<file path="src/rtl/wo_pkg.sv">
package wo_pkg;
    typedef enum logic [1:0] {
        L_INV   = 2'b00,
        L_VAL   = 2'b01,
        L_RES   = 2'b10,
        L_DIRTY = 2'b11
    } line_st_t;

    typedef enum logic [1:0] {
        CMD_RD  = 2'd0,
        CMD_WT  = 2'd1,
        CMD_INV = 2'd2,
        CMD_WB  = 2'd3
    } bus_cmd_t;

    typedef enum logic [1:0] {
        S_IDLE,
        S_WBACK,
        S_FILL,
        S_WTHRU
    } ctl_st_t;
endpackage

</file>
<file path="src/rtl/wo_line_array.sv">
module wo_line_array
    import wo_pkg::*;
#(
    parameter int SETS = 4,
    parameter int TW   = 6,
    parameter int DW   = 16,
    localparam int IW  = $clog2(SETS)
) (
    input  logic           clk,
    input  logic           rst_n,
    input  logic [IW-1:0]  rd_idx,
    output logic [TW-1:0]  rd_tag,
    output logic [DW-1:0]  rd_data,
    output line_st_t       rd_st,
    input  logic [IW-1:0]  sp_idx,
    output logic [TW-1:0]  sp_tag,
    output logic [DW-1:0]  sp_data,
    output line_st_t       sp_st,
    input  logic           wr_en,
    input  logic [IW-1:0]  wr_idx,
    input  logic [TW-1:0]  wr_tag,
    input  logic [DW-1:0]  wr_data,
    input  line_st_t       wr_st,
    input  logic           sw_en,
    input  line_st_t       sw_st
);
    logic [TW-1:0] tag_q [SETS];
    logic [DW-1:0] dat_q [SETS];
    line_st_t      st_q  [SETS];

    for (genvar g = 0; g < SETS; g++) begin : g_set
        logic [TW-1:0] tag_r;
        logic [DW-1:0] dat_r;
        line_st_t      st_r;
        logic          cpu_sel;
        logic          snp_sel;

        assign cpu_sel = wr_en && (wr_idx == IW'(g));
        assign snp_sel = sw_en && (sp_idx == IW'(g));

        always_ff @(posedge clk or negedge rst_n) begin
            if (!rst_n) begin
                tag_r <= '0;
                dat_r <= '0;
                st_r  <= L_INV;
            end else begin
                if (cpu_sel) begin
                    tag_r <= wr_tag;
                    dat_r <= wr_data;
                end
                if (snp_sel) begin
                    st_r <= sw_st;
                end else if (cpu_sel) begin
                    st_r <= wr_st;
                end
            end
        end

        assign tag_q[g] = tag_r;
        assign dat_q[g] = dat_r;
        assign st_q[g]  = st_r;
    end

    assign rd_tag  = tag_q[rd_idx];
    assign rd_data = dat_q[rd_idx];
    assign rd_st   = st_q[rd_idx];
    assign sp_tag  = tag_q[sp_idx];
    assign sp_data = dat_q[sp_idx];
    assign sp_st   = st_q[sp_idx];
endmodule

</file>
<file path="src/rtl/wo_snoop_unit.sv">
module wo_snoop_unit
    import wo_pkg::*;
#(
    parameter int TW = 6,
    parameter int DW = 16
) (
    input  logic          snp_valid,
    input  logic [1:0]    snp_cmd,
    input  logic [TW-1:0] snp_tag,
    input  logic [TW-1:0] line_tag,
    input  line_st_t      line_st,
    input  logic [DW-1:0] line_data,
    output logic          inhibit,
    output logic [DW-1:0] supply_data,
    output logic          sw_en,
    output line_st_t      sw_st
);
    logic held;

    assign held = snp_valid && (line_st != L_INV) && (line_tag == snp_tag);

    always_comb begin
        inhibit = 1'b0;
        sw_en   = 1'b0;
        sw_st   = line_st;
        unique case (bus_cmd_t'(snp_cmd))
            CMD_RD: begin
                if (held && (line_st == L_DIRTY)) begin
                    inhibit = 1'b1;
                    sw_en   = 1'b1;
                    sw_st   = L_VAL;
                end else if (held && (line_st == L_RES)) begin
                    sw_en = 1'b1;
                    sw_st = L_VAL;
                end
            end
            CMD_WT, CMD_INV: begin
                if (held) begin
                    sw_en = 1'b1;
                    sw_st = L_INV;
                end
            end
            CMD_WB: begin
                sw_en = 1'b0;
            end
            default: sw_en = 1'b0;
        endcase
    end

    assign supply_data = inhibit ? line_data : '0;
endmodule

</file>
<file path="src/rtl/wo_cache_ctrl.sv">
module wo_cache_ctrl
    import wo_pkg::*;
#(
    parameter int AW   = 8,
    parameter int DW   = 16,
    parameter int SETS = 4
) (
    input  logic          clk,
    input  logic          rst_n,
    input  logic          cpu_req,
    input  logic          cpu_we,
    input  logic [AW-1:0] cpu_addr,
    input  logic [DW-1:0] cpu_wdata,
    output logic [DW-1:0] cpu_rdata,
    output logic          cpu_done,
    output logic          cpu_busy,
    output logic          bus_req,
    output logic [1:0]    bus_cmd,
    output logic [AW-1:0] bus_addr,
    output logic [DW-1:0] bus_wdata,
    input  logic [DW-1:0] bus_rdata,
    input  logic          bus_done,
    input  logic          snp_valid,
    input  logic [1:0]    snp_cmd,
    input  logic [AW-1:0] snp_addr,
    output logic          snp_inhibit,
    output logic [DW-1:0] snp_data
);
    localparam int IW = $clog2(SETS);
    localparam int TW = AW - IW;

    ctl_st_t       state, nxt;
    logic          req_we;
    logic [AW-1:0] req_addr;
    logic [DW-1:0] req_wdata;

    logic [IW-1:0] lk_idx;
    logic [TW-1:0] lk_tag, ln_tag, sp_tag;
    logic [DW-1:0] ln_data, sp_data;
    line_st_t      ln_st, sp_st;
    logic          hit, accept;

    logic          wr_en;
    logic [TW-1:0] wr_tag;
    logic [DW-1:0] wr_data;
    line_st_t      wr_st;
    logic          sw_en;
    line_st_t      sw_st;

    assign lk_idx = (state == S_IDLE) ? cpu_addr[IW-1:0]  : req_addr[IW-1:0];
    assign lk_tag = (state == S_IDLE) ? cpu_addr[AW-1:IW] : req_addr[AW-1:IW];
    assign hit    = (ln_st != L_INV) && (ln_tag == lk_tag);
    assign accept = (state == S_IDLE) && cpu_req && !snp_valid;

    wo_line_array #(.SETS(SETS), .TW(TW), .DW(DW)) u_lines (
        .clk     (clk),
        .rst_n   (rst_n),
        .rd_idx  (lk_idx),
        .rd_tag  (ln_tag),
        .rd_data (ln_data),
        .rd_st   (ln_st),
        .sp_idx  (snp_addr[IW-1:0]),
        .sp_tag  (sp_tag),
        .sp_data (sp_data),
        .sp_st   (sp_st),
        .wr_en   (wr_en),
        .wr_idx  (lk_idx),
        .wr_tag  (wr_tag),
        .wr_data (wr_data),
        .wr_st   (wr_st),
        .sw_en   (sw_en),
        .sw_st   (sw_st)
    );

    wo_snoop_unit #(.TW(TW), .DW(DW)) u_snoop (
        .snp_valid   (snp_valid),
        .snp_cmd     (snp_cmd),
        .snp_tag     (snp_addr[AW-1:IW]),
        .line_tag    (sp_tag),
        .line_st     (sp_st),
        .line_data   (sp_data),
        .inhibit     (snp_inhibit),
        .supply_data (snp_data),
        .sw_en       (sw_en),
        .sw_st       (sw_st)
    );

    // state register and request latch
    always_ff @(posedge clk or negedge rst_n) begin
        if (!rst_n) begin
            state     <= S_IDLE;
            req_we    <= 1'b0;
            req_addr  <= '0;
            req_wdata <= '0;
        end else begin
            state <= nxt;
            if (accept) begin
                req_we    <= cpu_we;
                req_addr  <= cpu_addr;
                req_wdata <= cpu_wdata;
            end
        end
    end

    // next state
    always_comb begin
        nxt = state;
        unique case (state)
            S_IDLE: begin
                if (accept) begin
                    if (hit) begin
                        if (cpu_we && (ln_st == L_VAL)) nxt = S_WTHRU;
                    end else if (ln_st == L_DIRTY) begin
                        nxt = S_WBACK;
                    end else begin
                        nxt = S_FILL;
                    end
                end
            end
            S_WBACK: if (bus_done) nxt = S_FILL;
            S_FILL:  if (bus_done) nxt = req_we ? S_WTHRU : S_IDLE;
            S_WTHRU: if (bus_done) nxt = S_IDLE;
            default: nxt = S_IDLE;
        endcase
    end

    // outputs
    always_comb begin
        cpu_done  = 1'b0;
        cpu_rdata = ln_data;
        bus_req   = 1'b0;
        bus_cmd   = CMD_RD;
        bus_addr  = req_addr;
        bus_wdata = req_wdata;
        wr_en     = 1'b0;
        wr_tag    = lk_tag;
        wr_data   = cpu_wdata;
        wr_st     = L_DIRTY;
        unique case (state)
            S_IDLE: begin
                if (accept && hit) begin
                    if (!cpu_we) begin
                        cpu_done = 1'b1;
                    end else if (ln_st != L_VAL) begin
                        cpu_done = 1'b1;
                        wr_en    = 1'b1;
                    end
                end
            end
            S_WBACK: begin
                bus_req   = 1'b1;
                bus_cmd   = CMD_WB;
                bus_addr  = {ln_tag, req_addr[IW-1:0]};
                bus_wdata = ln_data;
            end
            S_FILL: begin
                bus_req = 1'b1;
                if (bus_done) begin
                    wr_en     = 1'b1;
                    wr_data   = bus_rdata;
                    wr_st     = L_VAL;
                    cpu_rdata = bus_rdata;
                    cpu_done  = !req_we;
                end
            end
            S_WTHRU: begin
                bus_req = 1'b1;
                bus_cmd = CMD_WT;
                if (bus_done) begin
                    wr_en    = 1'b1;
                    wr_data  = req_wdata;
                    wr_st    = L_RES;
                    cpu_done = 1'b1;
                end
            end
            default: bus_req = 1'b0;
        endcase
    end

    assign cpu_busy = (state != S_IDLE) || snp_valid;

    p_bus_busy_r12: assert property (@(posedge clk) disable iff (!rst_n)
        bus_req |-> cpu_busy);
    p_snoop_first_r12: assert property (@(posedge clk) disable iff (!rst_n)
        (state == S_IDLE && snp_valid) |=> (state == S_IDLE));
    p_inhibit_rd_r6: assert property (@(posedge clk) disable iff (!rst_n)
        snp_inhibit |-> (snp_valid && snp_cmd == CMD_RD));
    p_wb_then_rd_r10: assert property (@(posedge clk) disable iff (!rst_n)
        (state == S_WBACK && bus_done) |=> (bus_req && bus_cmd == CMD_RD));
    p_wt_single_r4: assert property (@(posedge clk) disable iff (!rst_n)
        (state == S_WTHRU && bus_done) |=> !bus_req);
    p_hit_quiet_r3: assert property (@(posedge clk) disable iff (!rst_n)
        (state == S_IDLE && cpu_done) |-> !bus_req);
endmodule

</file>
<file path="config.mk">
export PLATFORM = sky130hd
export DESIGN_NAME = wo_cache_ctrl
export DESIGN_NICKNAME = d
export VERILOG_FILES = /design/src/rtl/wo_pkg.sv /design/src/rtl/wo_line_array.sv /design/src/rtl/wo_snoop_unit.sv /design/src/rtl/wo_cache_ctrl.sv
export SDC_FILE = /design/constraint.sdc
export NUM_CORES = 1
export LEC_CHECK = 0
export BUFFER_PORTS_ARGS = -buffer_cell sky130_fd_sc_hd__buf_2
export CORE_ASPECT_RATIO = 0.75
export CORE_MARGIN = 4
export CORE_UTILIZATION = 35
export CTS_BUF_LIST = sky130_fd_sc_hd__clkbuf_16
export DETAILED_ROUTE_END_ITERATION = 16
export PLACE_DENSITY = 0.63
export SLEW_MARGIN = 0
export SYNTH_ARGS = -nofsm -noshare
export SYNTH_HDL_FRONTEND = slang
export SYNTH_SLANG_ARGS = --single-unit
export TNS_END_PERCENT = 20
</file>
<file path="constraint.sdc">
create_clock -name clk -period 10 [get_ports clk]
set_input_delay 2 -clock clk [delete_from_list [all_inputs] [get_ports clk]]
set_output_delay 2 -clock clk [all_outputs]
set_load 0.03 [all_outputs]
</file>
=== Word level (Yosys, flattened, before mapping) ===
Index checks and enable logic that the tools add are counted.

* Word-level logic and storage cells: 148
* Latch bits: 0
* Bits in registers: 123
* Memories: 0
* RAM bits: 0
* Memory bits (read-only): 0
* Bits of input ports: 56

* Reductions and logical operators: 35
* Order comparisons: 2
* Shifts and indexed selects: 0
* Multiplexer cells: 69
* Add/subtract/negate cells: 0
* Multiply operators: 0
* Equality and inequality tests: 24
* Bitwise operators: 2
* Div/mod/pow operators: 0

{| class="wikitable"
|+ Operators by type and width
! kind !! number
|-
| $mux 16 || 10
|-
| $bmux 16 s2 || 2
|-
| $mux 2 || 25
|-
| $pmux 16 s2 || 1
|-
| $mux 6 || 5
|-
| $bmux 6 s2 || 2
|-
| $eq 2x2->1 const B || 11
|-
| $logic_and 1x1->1 || 17
|-
| $mux 1 || 14
|-
| $reduce_bool 2->1 || 7
|-
| $eq 6x6->1 || 2
|-
| $pmux 2 s2 || 3
|-
| $eq 2x1->1 const B || 5
|-
| $bmux 2 s2 || 2
|-
| $logic_not 2->1 || 4
|-
| $mux 8 || 1
|-
| $ne 2x2->1 const B || 4
|-
| $pmux 2 s4 || 1
|-
| $ge 3x3->1 const B || 2
|-
| $not 2->3 || 2
|-
| $pmux 1 s3 || 2
|-
| $reduce_and 5->1 || 1
|-
| $reduce_or 2->1 || 2
|-
| $ne 3x2->1 const B || 1
|-
| 5 further kinds || 6
|}

=== Logic depth before layout (Yosys ltp) ===
* Depth after elaboration: 14
* Depth in mapped cells: 11

=== Cells and area by module ===
From an unflattened synthesis, not the netlist that was laid out.

* Cell total of the unflattened synthesis: 567
* Area total of the unflattened synthesis: 7,375.8 um^2

{| class="wikitable"
|+ Modules (own cells, without submodules)
! module !! cells an instance !! times used !! area an instance (um^2)
|-
| wo_line_array || 284 || 1 || 4,825.9
|-
| wo_cache_ctrl || 242 || 1 || 2,227.1
|-
| wo_snoop_unit || 41 || 1 || 322.8
|}

=== Worst setup path after synthesis ===
Ideal clock, no wire load.

* Path kind: input port to output port
* Start point: input port snp_addr[0]
* End point: output port snp_data[10]
* Required time: 8.000 ns
* Arrival: 4.524 ns
* Stages: 8
* Setup slack: 3.476 ns
* Path through: buf_2 > mux4_2 > xnor2_1 > nand3_1 > nor4_1 > nand3_1 > clkbuf_1 > nor2b_1

* Word-level cells in the longest chain between the ends: 11
* Elaborated cells on any way between the ends: 19

{| class="wikitable"
|+ RTL lines
! what !! RTL line !! text
|-
| start: declaration || wo_cache_ctrl.sv:25 || <nowiki>input logic [AW-1:0] snp_addr,</nowiki>
|-
| $not 2->3 (not written as such) * || wo_line_array.sv:67, wo_line_array.sv:68, wo_line_array.sv:69 ||
|-
| branches (longest 9 deep; another with $bmux 6 s2) || - ||
|-
| $mux 16 * || wo_snoop_unit.sv:50 || <nowiki>assign supply_data = inhibit ? line_data : '0;</nowiki>
|-
| end: declaration || wo_cache_ctrl.sv:27 || <nowiki>output logic [DW-1:0] snp_data</nowiki>
|}

Mark *: on every way between the ends. The select of a mux whose other input is x is not followed.

=== Final worst setup path ===
Same ends and word-level chain as after synthesis.

==> results.sh <==
export IMPL_hp_start="u_lines.g_set[3].dat_r[4]"
export IMPL_track_usage=0.169
export IMPL_layout_commonest_cell="dfrtp_1"
export IMPL_fill_cells=2127
export IMPL_portBuffers=117
export IMPL_synth_largest_area_cell="dfrtp_1"
export IMPL_routed_via_count=5510
export IMPL_end_kind="output port"
export IMPL_critPathMaxFanout=28
export IMPL_clockBufferDepth=2
export IMPL_netlist_area_sq_um=7980
export IMPL_initial_core_util=0.359
export IMPL_post_dp_hpwl_um=14400
export IMPL_cts_sinks=123
export IMPL_rows=47
export IMPL_clk_latency_ns=0.42
export IMPL_whs_ns=0.527
export IMPL_period_share=0.788
export IMPL_ys_top_cells_by_area="dfrtp_1 39%, mux2_4 15%, mux4_2 12%, mux2_2 8.0%, nand2_1 4.7%"
export IMPL_crit_buf_inv=2
export IMPL_path_delay_family="simple AND/OR/NAND/NOR gates"
export IMPL_grt_pass1_wl_um=33300
export IMPL_rr_startpoint="state[1]"
export IMPL_synth_edff_count=0
export IMPL_synth_avg_cell_area_sq_um=12.6
export IMPL_setup_viol_count_final=0
export IMPL_slew_headroom=0.244
export IMPL_cap_violations=0
export IMPL_finalHoldViolCount=0
export IMPL_ys_flop_type="dfrtp_1"
export IMPL_n_antenna_cell=0
export IMPL_root_buffer="clkbuf_16"
export IMPL_slew_violations=0
export IMPL_netlist_area_leader_share=0.386
export IMPL_viasPerCell=5.28
export IMPL_synth_cell_type_count=57
export IMPL_synth_fp_nets=693
export IMPL_wire_per_inst_um=20.2
export IMPL_grt_setup_unrepaired="no"
export IMPL_overflow=0
export IMPL_synthToLayoutAreaGrowth_pct=15.9
export IMPL_fin_crit_ns=7.88
export IMPL_die_h_um=139
export IMPL_drtIter0Drc=412
export IMPL_grt_max_degree=70
export IMPL_cts_tree="done"
export IMPL_worst_setup_path_type="in2out"
export IMPL_grt_pass1_vias=5638
export IMPL_ys_async_sr_fraction=1.00
export IMPL_layout_common_cells="122 x dfrtp_1, 116 x buf_2, 98 x nand2_1"
export IMPL_netlist_instances=635
export IMPL_place_congestion=0.812
export IMPL_first_pass_iters=5
export IMPL_final_core_util=0.416
export IMPL_critical_path_slowest_cell="nand3_1"
export IMPL_worstPathRequired_ns=8.00
export IMPL_chipWidth_um=182
export IMPL_max_freq_mhz=127
export IMPL_startpoint="snp_addr[0]"
export IMPL_cp_start_kind="primary input"
export IMPL_io_pins=118
export IMPL_irDropWorstVdd_mv=0.170
export IMPL_instances_no_fill=1044
export IMPL_synth_seq_area_share=0.386
export IMPL_ant_nets=0
export IMPL_tns_ns=0
export IMPL_cp_cell_sequence="buf_2 > mux4_2 > xnor2_1 > nand3_1 > nor4_1 > nand3_1 > nor2b_1 > buf_2"
export IMPL_cpPeakStageDelay_ns=0.99
export IMPL_wl_um=21100
export IMPL_ys_warnings_count=0
export IMPL_p_leak_uw=0.00419
export IMPL_postCtsSetupBuffers=0
export IMPL_path_clk_slew_ns=0.05
export IMPL_clock_skew_ns=0.0104
export IMPL_postCtsHoldBufs=0
export IMPL_ys_ff_latch=123
export IMPL_antenna_found_initial=0
export IMPL_outcome="finished clean"
export IMPL_powerDensity_nw_per_um2=387
export IMPL_drc=0
export IMPL_cts_resized=0
export IMPL_tightestPinTransition_ns=1.13
export IMPL_cts_buffers_inserted=17
export IMPL_critPathArrivalTime_ns=5.88
export IMPL_nNetsFinal=795
export IMPL_dp_cells=1012
export IMPL_drive_gt1_frac=0.471
export IMPL_die_area_sq_um=25300
export IMPL_hp_class="reg2reg"
export IMPL_core_sq_um=22200
export IMPL_htreeDepth=4
==> logic make-up after synthesis <==
family,synth area share
xor gates and xnor gates,0.0110
buffers and inverters,0.0461
muxes,0.390
AOI/OAI and AO/OA,0.0654
and+or+nand+nor,0.0985
adders and majority gates,0.00314
DFF,0.386
==> final cells by class <==
type | instances | area, sq um | area share
clock buffer | 17 | 425 | 0.0460
clock inverter | 15 | 143 | 0.0154
inverter | 10 | 37.5 | 0.00406
multi-input combinational | 460 | 4540 | 0.491
sequential | 123 | 3080 | 0.333
tap | 294 | 368 | 0.0398
timing repair buffer | 125 | 648 | 0.0701
==> final timing paths <==
kind / end / slack [ns] / cells past startpoint
max: snp_data[10] / 2.12 / 8
min: u_lines.g_set[3].dat_r[4] / 0.53 / 1
max reg2reg: u_lines.g_set[1].dat_r[4] / 5.42 / 9
max in group asynchronous: u_lines.g_set[2].dat_r[4] / 6.99 / 2
min reg2reg: u_lines.g_set[3].dat_r[4] / 0.53 / 1
min in group asynchronous: u_lines.g_set[0].tag_r[1] / 1.64 / 1
==> metal layers <==
layer	track usage	vias up	routed length, um
li1	-	2541	-
met1	0.256	2774	10700
met2	0.242	177	8990
met3	0.0459	18	1180
met4	0.0387	0	239
met5	0	-	0
==> state kept, by name, summed over array words and instances, names as in the netlist <==
signal and flops:
req_wdata 16, u_lines.g_set.tag_r 24, req_addr 8, state 2, req_we 1, u_lines.g_set.dat_r 64, u_lines.g_set.st_r 8
==> metrics by stage <==
step / worst slack, ns / total power [uW] / area [sq um]
after floorplan: 3.48 / 2530 / 7980
after global placement: 2.27 / 2960 / 8670
after detailed placement: 2.08 / 2980 / 8670
after CTS: 2.10 / 3590 / 9240
after global routing: 1.77 / 3790 / 9240
final: 2.12 / 3580 / 9240
==> synth_stat cells, types with 5 or more instances <==
cell type,number
a21oi_1,5
and2_1,5
buf_1,5
buf_12,8
clkbuf_1,19
dfrtp_1,123
inv_1,9
mux2_2,57
mux2_4,80
mux2i_1,32
mux4_2,42
nand2_1,99
nand3_1,14
nor2_1,9
nor2b_1,17
o21ai_0,31
xnor2_1,8
==> power by group <==
part | leakage, uW | switching [uW] | internal (uW)
Clock | 0.000268 | 245 | 346
Combinational | 0.00241 | 1090 | 943
Sequential | 0.00150 | 209 | 744
Note: power is estimated with default switching activity, not from simulation.
